`src/rtl/lcd_pkg.sv`:
```
package lcd_pkg;
    typedef enum logic [1:0] {
        ST_IDLE   = 2'd0,
        ST_ISSUE  = 2'd1,
        ST_ACTIVE = 2'd2,
        ST_FINISH = 2'd3
    } lcd_state_e;
endpackage

```
`src/rtl/lcd_peel.sv`:
```
// Combinational peeling over the parity ring: repeats the single-unknown rule
// for as many passes as there are blocks, which is enough to reach the fixed point.
module lcd_peel #(
    parameter int NDATA = 4
) (
    input  logic [2*NDATA-1:0] known_i,
    output logic [2*NDATA-1:0] known_o
);
    localparam int NBLK  = 2 * NDATA;
    localparam int NPASS = NBLK;

    logic [NBLK-1:0] cur;
    logic [NBLK-1:0] nxt;

    always_comb begin
        cur = known_i;
        nxt = known_i;
        for (int p = 0; p < NPASS; p++) begin
            nxt = cur;
            for (int j = 0; j < NDATA; j++) begin
                if (({1'b0, ~cur[j]} + {1'b0, ~cur[(j + 1) % NDATA]} +
                     {1'b0, ~cur[NDATA + j]}) == 2'd1) begin
                    nxt[j]                 = 1'b1;
                    nxt[(j + 1) % NDATA]   = 1'b1;
                    nxt[NDATA + j]         = 1'b1;
                end
            end
            cur = nxt;
        end
        known_o = cur;
    end
endmodule

```
`src/rtl/lcd_track.sv`:
```
// Per-request bookkeeping of completed, known and outstanding blocks.
module lcd_track #(
    parameter int NDATA = 4,
    parameter int IDW   = $clog2(2 * NDATA)
) (
    input  logic                 clk,
    input  logic                 rst_n,
    input  logic                 load_i,
    input  logic                 clr_i,
    input  logic                 take_i,
    input  logic [IDW-1:0]       id_i,
    output logic                 pend_hit_o,
    output logic                 data_done_o,
    output logic [2*NDATA-1:0]   got_q,
    output logic [2*NDATA-1:0]   known_q,
    output logic [2*NDATA-1:0]   pend_q,
    output logic [2*NDATA-1:0]   cancel_q
);
    localparam int NBLK = 2 * NDATA;

    logic [NBLK-1:0] hit;
    logic [NBLK-1:0] seed;
    logic [NBLK-1:0] closed;
    logic [NBLK-1:0] fresh;

    always_comb begin
        hit        = '0;
        hit[id_i]  = 1'b1;
        seed       = known_q | hit;
        fresh      = closed & ~seed;
        pend_hit_o = pend_q[id_i];
        data_done_o = take_i & (&closed[NDATA-1:0]);
    end

    lcd_peel #(.NDATA(NDATA)) peel_i (
        .known_i (seed),
        .known_o (closed)
    );

    always_ff @(posedge clk or negedge rst_n) begin
        if (!rst_n) begin
            got_q    <= '0;
            known_q  <= '0;
            pend_q   <= '0;
            cancel_q <= '0;
        end else begin
            cancel_q <= '0;
            if (load_i) begin
                got_q   <= '0;
                known_q <= '0;
                pend_q  <= '1;
            end else if (clr_i) begin
                got_q   <= '0;
                known_q <= '0;
                pend_q  <= '0;
            end else if (take_i) begin
                got_q    <= got_q | hit;
                known_q  <= closed;
                pend_q   <= pend_q & ~hit & ~fresh;
                cancel_q <= fresh & pend_q;
            end
        end
    end
endmodule

```
`src/rtl/lcd_fsm.sv`:
```
// Request sequencing: one process for the state register, one for outputs.
module lcd_fsm #(
    parameter int NDATA = 4
) (
    input  logic               clk,
    input  logic               rst_n,
    input  logic               start_i,
    input  logic               cpl_valid_i,
    input  logic               pend_hit_i,
    input  logic               data_done_i,
    input  logic [2*NDATA-1:0] pend_q_i,
    input  logic [2*NDATA-1:0] cancel_q_i,
    output logic               load_o,
    output logic               clr_o,
    output logic               take_o,
    output logic [2*NDATA-1:0] issue_o,
    output logic [2*NDATA-1:0] cancel_o,
    output logic               done_o
);
    import lcd_pkg::*;

    lcd_state_e state_q;
    lcd_state_e state_d;

    always_ff @(posedge clk or negedge rst_n) begin
        if (!rst_n) state_q <= ST_IDLE;
        else        state_q <= state_d;
    end

    always_comb begin
        state_d  = state_q;
        load_o   = 1'b0;
        clr_o    = 1'b0;
        take_o   = 1'b0;
        issue_o  = '0;
        cancel_o = '0;
        done_o   = 1'b0;
        unique case (state_q)
            ST_IDLE: begin
                if (start_i) begin
                    load_o  = 1'b1;
                    state_d = ST_ISSUE;
                end
            end
            ST_ISSUE: begin
                issue_o = '1;
                state_d = ST_ACTIVE;
            end
            ST_ACTIVE: begin
                cancel_o = cancel_q_i;
                take_o   = cpl_valid_i & pend_hit_i;
                if (data_done_i) state_d = ST_FINISH;
            end
            ST_FINISH: begin
                done_o   = 1'b1;
                cancel_o = cancel_q_i | pend_q_i;
                clr_o    = 1'b1;
                state_d  = ST_IDLE;
            end
            default: state_d = ST_IDLE;
        endcase
    end
endmodule

```
`src/rtl/lazy_cancel_dec.sv`:
```
module lazy_cancel_dec #(
    parameter int NDATA = 4,
    parameter int NBLK  = 2 * NDATA,
    parameter int IDW   = $clog2(2 * NDATA)
) (
    input  logic            clk,
    input  logic            rst_n,
    input  logic            start_i,
    input  logic            cpl_valid_i,
    input  logic [IDW-1:0]  cpl_id_i,
    output logic [NBLK-1:0] issue_o,
    output logic [NBLK-1:0] cancel_o,
    output logic            done_o
);
    logic            load_w;
    logic            clr_w;
    logic            take_w;
    logic            pend_hit_w;
    logic            data_done_w;
    logic [NBLK-1:0] got_w;
    logic [NBLK-1:0] known_w;
    logic [NBLK-1:0] pend_w;
    logic [NBLK-1:0] cancel_w;

    lcd_track #(.NDATA(NDATA), .IDW(IDW)) track_i (
        .clk         (clk),
        .rst_n       (rst_n),
        .load_i      (load_w),
        .clr_i       (clr_w),
        .take_i      (take_w),
        .id_i        (cpl_id_i),
        .pend_hit_o  (pend_hit_w),
        .data_done_o (data_done_w),
        .got_q       (got_w),
        .known_q     (known_w),
        .pend_q      (pend_w),
        .cancel_q    (cancel_w)
    );

    lcd_fsm #(.NDATA(NDATA)) fsm_i (
        .clk         (clk),
        .rst_n       (rst_n),
        .start_i     (start_i),
        .cpl_valid_i (cpl_valid_i),
        .pend_hit_i  (pend_hit_w),
        .data_done_i (data_done_w),
        .pend_q_i    (pend_w),
        .cancel_q_i  (cancel_w),
        .load_o      (load_w),
        .clr_o       (clr_w),
        .take_o      (take_w),
        .issue_o     (issue_o),
        .cancel_o    (cancel_o),
        .done_o      (done_o)
    );
endmodule

```
`config.mk`:
```
export PLATFORM = sky130hd
export DESIGN_NAME = lazy_cancel_dec
export DESIGN_NICKNAME = d
export VERILOG_FILES = /design/src/rtl/lcd_pkg.sv /design/src/rtl/lcd_peel.sv /design/src/rtl/lcd_track.sv /design/src/rtl/lcd_fsm.sv /design/src/rtl/lazy_cancel_dec.sv
export SDC_FILE = /design/constraint.sdc
export NUM_CORES = 1
export LEC_CHECK = 0
export BUFFER_PORTS_ARGS = -buffer_cell sky130_fd_sc_hd__buf_2
export CAP_MARGIN = 20
export CORE_MARGIN = 2
export CORE_UTILIZATION = 50
export DETAILED_ROUTE_END_ITERATION = 7
export PLACE_DENSITY = 0.71
export SETUP_SLACK_MARGIN = 0.4
export SYNTH_ARGS = -nofsm -noshare
export SYNTH_HDL_FRONTEND = slang
export SYNTH_SLANG_ARGS = --single-unit
```
`constraint.sdc`:
```
create_clock -name clk -period 9 [get_ports clk]
set_clock_uncertainty 0.15 [all_clocks]
set_input_delay 1.35 -clock clk [delete_from_list [all_inputs] [get_ports clk]]
set_output_delay 1.35 -clock clk [all_outputs]
set_load 0.02 [all_outputs]
```
==> results.json, run 1 <==
{
  "critPathSlowestCell": "fa_1",
  "synth_common_cells": "nor2_1, nand2_1, dfrtp_1",
  "relSlewSlack_pct": -3.45,
  "ff2ff_setup_slack_ns": -0.60,
  "status": "complete, but fails checks",
  "fin_crit_sh_pct": 118,
  "htree_num_levels": 1,
  "final_util_pct": 89.1,
  "min_from": "track_i.pend_q[1]",
  "cap_violations": 1,
  "ys_warn_count": 0,
  "pre_cts_ws_ns": -1.92,
  "via_per_inst": 6.92,
  "core_um2": 6350,
  "syn2layout_area_growth_pct": 73.0,
  "grt_pass1_vias": 4279,
  "failed_checks": "DRC, capacitance limit, slew limit, setup timing",
  "remaining_drc_errors": 2,
  "ys_ff_latch": 26,
  "synth_top_cell_by_area": "dfrtp_1",
  "yosysTopAreaCellShare_pct": 19.9,
  "firstDrtPassIters": 8,
  "placementRows": 29,
  "synth_cells": 401,
  "synth.cell_area_um2": 3270,
  "worstMarginPinSlew_ns": 1.54,
  "root_buffer": "clkbuf_8",
  "antenna_found_initial": 0,
  "portBuffers": 23,
  "rsz0062_at_grt": "true",
  "cts_hold_buf": 0,
  "grt.overflow.total": 0,
  "wl_per_cell_um": 26.3,
  "track_usage_pct": 38.0,
  "critPathArrivalTime_ns": 10.60,
  "vias": 4666,
  "drt_iter0_drc": 467,
  "cts.sinks": 26,
  "holdCritPathClass": "reg -> reg",
  "clk_path_buf_depth": 2,
  "clkTransAtPathRegs_ns": 0.09,
  "hold_viol": 0,
  "reg2reg_from": "track_i.known_q[2]",
  "clock_latency_ns": 0.27,
  "dieWidth_um": 84.9,
  "path_class": "in -> reg",
  "setup_viol": 26,
  "syn_nets": 440,
  "wirelength_um": 17800,
  "synth.distinct_cells": 69,
  "drive_gt1_share_pct": 59.6,
  "final_area_um2": 5660,
  "grt_max_degree": 27,
  "ys.flop_type": "dfrtp_1",
  "synth.most_common_cell": "nor2_1",
  "crit_path_start_kind": "input port",
  "layout.nets": 638,
  "nFillCells": 221,
  "synth_edf_count": 0,
  "place.gp.congestion": 0.940,
  "cts_tree": "yes",
  "min_period_ns": 10.59,
  "ant_nets": 0,
  "crit_fanout": 8,
  "reg2regPathDepth": 47,
  "synth_area_leaders": "dfrtp_1, fa_1, ha_1",
  "worstPathRequired_ns": 9.01,
  "dp_hpwl_um": 8400,
  "cp_slowest_stage_delay_ns": 0.52,
  "slew_viol_final": 11,
  "place_area_um2": 4540,
  "numCtsBuffers": 3,
  "setup_slack_ns": -1.59,
  "async_flop_share_pct": 100,
  "io_pins": 24,
  "die_y_um": 84.9,
  "diodes": 0,
  "avgSynthCellArea_um2": 8.16,
  "worstHoldPathCells": 2,
  "start_util_pct": 51.5,
  "die_area_um2": 7200,
  "reg2reg_to": "fsm_i.state_q[1]",
  "hold_path_end": "track_i.pend_q[1]",
  "fmax_ghz": 0.0944,
  "yosysSeqAreaShare_pct": 19.9,
  "grt_pass1_wl_um": 21700,
  "critPathCaptureType": "flop"
}
layout by cell type, fill, tap and decap left out, types with 9 or more instances in the layout:
master,Yosys,routed
fa_1,14,14
nor2b_4,0,11
buf_2,1,20
nor2_2,1,9
inv_2,0,10
buf_6,3,27
buf_4,9,161
nand2_1,36,29
dfrtp_1,26,26
nor2_1,55,38
nand2b_1,12,9
nor2_4,0,9
inv_1,24,13
a21oi_1,24,15
o21ai_0,20,9
ha_1,18,13
cell families (layout without fill, tap and decap cells):
family          count (synthesis)  in the layout  share of synthesized area, %
fa+ha+maj                      32             32                          15.5
simple gates                  191            191                          32.0
buf+inv                        42            238                          6.58
compound gates                 97             97                          21.2
mux                             9              9                          3.83
xor+xnor                        4              4                          1.07
flops                          26             26                          19.9
registers in the layout, summed over array words and instances (netlist names):
name / count
track_i.pend_q: 8
fsm_i.state_q: 2
track_i.known_q: 8
track_i.cancel_q: 8
layout make-up:
class | count | area [um^2] | share of cell area, %
repair buffers | 211 | 1660 | 29.4
multi-input cells | 333 | 3110 | 55.0
well taps | 77 | 96.3 | 1.70
clock buffers | 3 | 41.3 | 0.730
flip-flops and latches | 26 | 651 | 11.5
inverters | 24 | 92.6 | 1.64
stage by stage:
step           cells  hold WS (ns)  setup TNS [ns]
2_1_floorplan    401         0.350          -19.67
3_3_place_gp     614         0.378          -30.38
3_5_place_dp     614         0.382          -38.68
4_1_cts          649         0.400          -15.98
5_1_grt          674         0.453          -47.71
6_report         674         0.441          -34.75
worst max path at each step:
stage | cells past startpoint | from | slack, ns | endpoint
after floorplan | 46 | cpl_id_i[1] | -1.23 | fsm_i.state_q[1]
after global placement | 38 | cpl_id_i[2] | -1.60 | fsm_i.state_q[1]
after detailed placement | 38 | cpl_id_i[2] | -1.92 | fsm_i.state_q[1]
after CTS | 45 | cpl_id_i[2] | -0.98 | fsm_i.state_q[1]
after global routing | 45 | cpl_id_i[0] | -2.12 | track_i.pend_q[4]
final | 47 | cpl_id_i[0] | -1.59 | fsm_i.state_q[1]
critical path: cells and delay by family:
family / cells / cell delay, ns
and+or+nand+nor: 15 / 2.24
buffers and inverters: 8 / 0.90
muxes: 3 / 0.82
AOI/OAI and AO/OA: 13 / 2.35
adders and majority gates: 8 / 2.93
routing by layer:
metal	vias to the layer above	global-route usage, %	routed length (um)
met1	2161	43.0	5890
li1	1825	-	-
met2	483	66.7	8060
met5	-	0	0
met3	197	6.13	2020
met4	0	23.4	1790
repair_timing:
action / in CTS / in global routing
setup endpoints to repair: 26 / 26
buffers inserted: 32 / 25
resized for setup: 86 / 70
pin swaps: 54 / 43
Power of run 1 is not shown: default switching activity piles up to over one toggle a cycle in this logic, so the estimate is an artifact.
==> run 2, diff against run 1 <==
- PLACE_DENSITY: 0.71 -> 0.7
- REMOVE_ABC_BUFFERS: not set -> 1
- SYNTH_HIERARCHICAL: not set -> 1
==> results.json, run 2 <==
{
  "ff2ff_setup_slack_ns": -0.46,
  "grt.overflow.total": 0,
  "reg2reg_to": "track_i/pend_q[7]",
  "die_area_um2": 7290,
  "grt_pass1_vias": 4094,
  "numCtsBuffers": 3,
  "start_util_pct": 51.8,
  "syn2layout_area_growth_pct": 65.1,
  "finalNonFillerCells": 639,
  "drive_gt1_share_pct": 57.3,
  "reg2regPathDepth": 39,
  "clkTransAtPathRegs_ns": 0.11,
  "drt_iter0_drc": 294,
  "dieWidth_um": 85.4,
  "dp_hpwl_um": 7570,
  "root_buffer": "clkbuf_8",
  "crit_fanout": 5,
  "relSlewSlack_pct": 48.9,
  "io_pins": 24,
  "firstDrtPassIters": 5,
  "cts_tree": "yes",
  "critPathArrivalTime_ns": 10.43,
  "worstPathRequired_ns": 9.05,
  "diodes": 0,
  "wirelength_um": 14300,
  "remaining_drc_errors": 0,
  "largestRegisters": "track_i/cancel_q: 8 flops, track_i/known_q: 8 flops, track_i/pend_q: 8 flops",
  "ant_nets": 0,
  "hold_path_end": "track_i/cancel_q[3]",
  "synth.cell_area_um2": 3310,
  "holdCritPathClass": "reg -> reg",
  "grt_pass1_wl_um": 20000,
  "ys_warn_count": 6,
  "via_per_inst": 6.44,
  "rsz0062_at_grt": "true",
  "reg2reg_from": "track_i/known_q[1]",
  "path_class": "in -> reg",
  "clk_path_buf_depth": 2,
  "failed_checks": "setup timing",
  "placementRows": 29,
  "min_from": "track_i/pend_q[3]",
  "cts_hold_buf": 0,
  "track_usage_pct": 34.2,
  "status": "complete, but fails checks",
  "critical_path_buf_inv_count": 12,
  "fin_crit_sh_pct": 115,
  "core_um2": 6390,
  "cap_violations": 0,
  "wl_per_cell_um": 22.4,
  "min_period_ns": 10.38,
  "htree_num_levels": 1,
  "worstHoldPathCells": 2,
  "crit_path_start_kind": "input port",
  "antenna_found_initial": 0,
  "crit_start": "cpl_id_i[0]",
  "final_cell_mix": "buf_4, nor2_1, buf_6",
  "worstMarginPinSlew_ns": 0.766,
  "critPathSlowestCell": "fa_1",
  "tns_ns": -27.33,
  "avgSynthCellArea_um2": 8.42,
  "clock_latency_ns": 0.28,
  "setup_slack_ns": -1.38,
  "hold_viol": 0,
  "die_y_um": 85.4,
  "setup_viol": 26,
  "mostFrequentLayoutCell": "buf_4",
  "fmax_ghz": 0.0963,
  "cts.sinks": 26,
  "vias": 4113,
  "synth_cells": 393,
  "path_delay_family": "adder cells",
  "layout.nets": 603,
  "critPathCaptureType": "flop",
  "slew_viol_final": 0,
  "grt_max_degree": 27,
  "cp_slowest_stage_delay_ns": 0.52,
  "place_inst": 591,
  "nFillCells": 299,
  "place.gp.congestion": 0.964,
  "portBuffers": 23
}
-- run 2: cell types whose count changed in the layout (fill, tap and decap cells not counted), sizes merged, moves of 5 or more --
cell	change
o22ai	+8
a31o	+5
inv	-6
nor2	-7
buf	-22
mux2i	+9
nor2b	+5
nand2	-10
-- run 2: timing repair --
| item | CTS | global route |
|---|---|---|
| gates resized for setup | 129 | 51 |
| pin swaps | 63 | 49 |
| setup endpoints to repair | 26 | 26 |
| buffers inserted | 29 | 15 |
-- run 2: area by class of cell --
cell class                      instances  area (um^2)  area share [%]
Tap cell                               77         96.3            1.76
Multi-Input combinational cell        325         3100            56.8
Inverter                               18         67.6            1.24
Timing Repair Buffer                  189         1480            27.0
Clock buffer                            3         41.3           0.755
Clock inverter                          1         30.0           0.549
Sequential cell                        26          651            11.9
-- run 2: worst max path at each step --
stage / cells after the start / to / slack (ns)
global placement: 39 / track_i/pend_q[1] / -1.74
global route: 42 / track_i/pend_q[7] / -1.59
floorplan: 41 / fsm_i/state_q[1] / -2.16
detailed placement: 39 / fsm_i/state_q[1] / -2.00
CTS: 41 / fsm_i/state_q[1] / -0.88
finish: 42 / track_i/pend_q[7] / -1.38
-- run 2: through the flow --
stage	setup WS, ns	area, um^2	utilization, %	hold slack, ns
floorplan	-2.16	3150	-	0.345
global placement	-1.74	4280	67.0	0.369
detailed placement	-2.00	4280	67.0	0.385
CTS	-0.882	5100	79.9	0.404
global route	-1.59	5470	85.6	0.463
finish	-1.38	5470	85.6	0.438
-- run 2: tightest hold or removal path, delay by kind of cell (launching register included) --
kind / cells / cell delay, ns
DFF: 1 / 0.43
and+or+nand+nor: 2 / 0.14
-- run 2: routing by layer --
metal  wire, um  up-vias  track usage [%]
met5          0        -                0
met4       1190        0             16.6
met3       1010      116             3.02
met2       7010      307             63.6
met1       5110     1956             38.9
li1           -     1734                -
Power of run 2 is left out for the same reason.
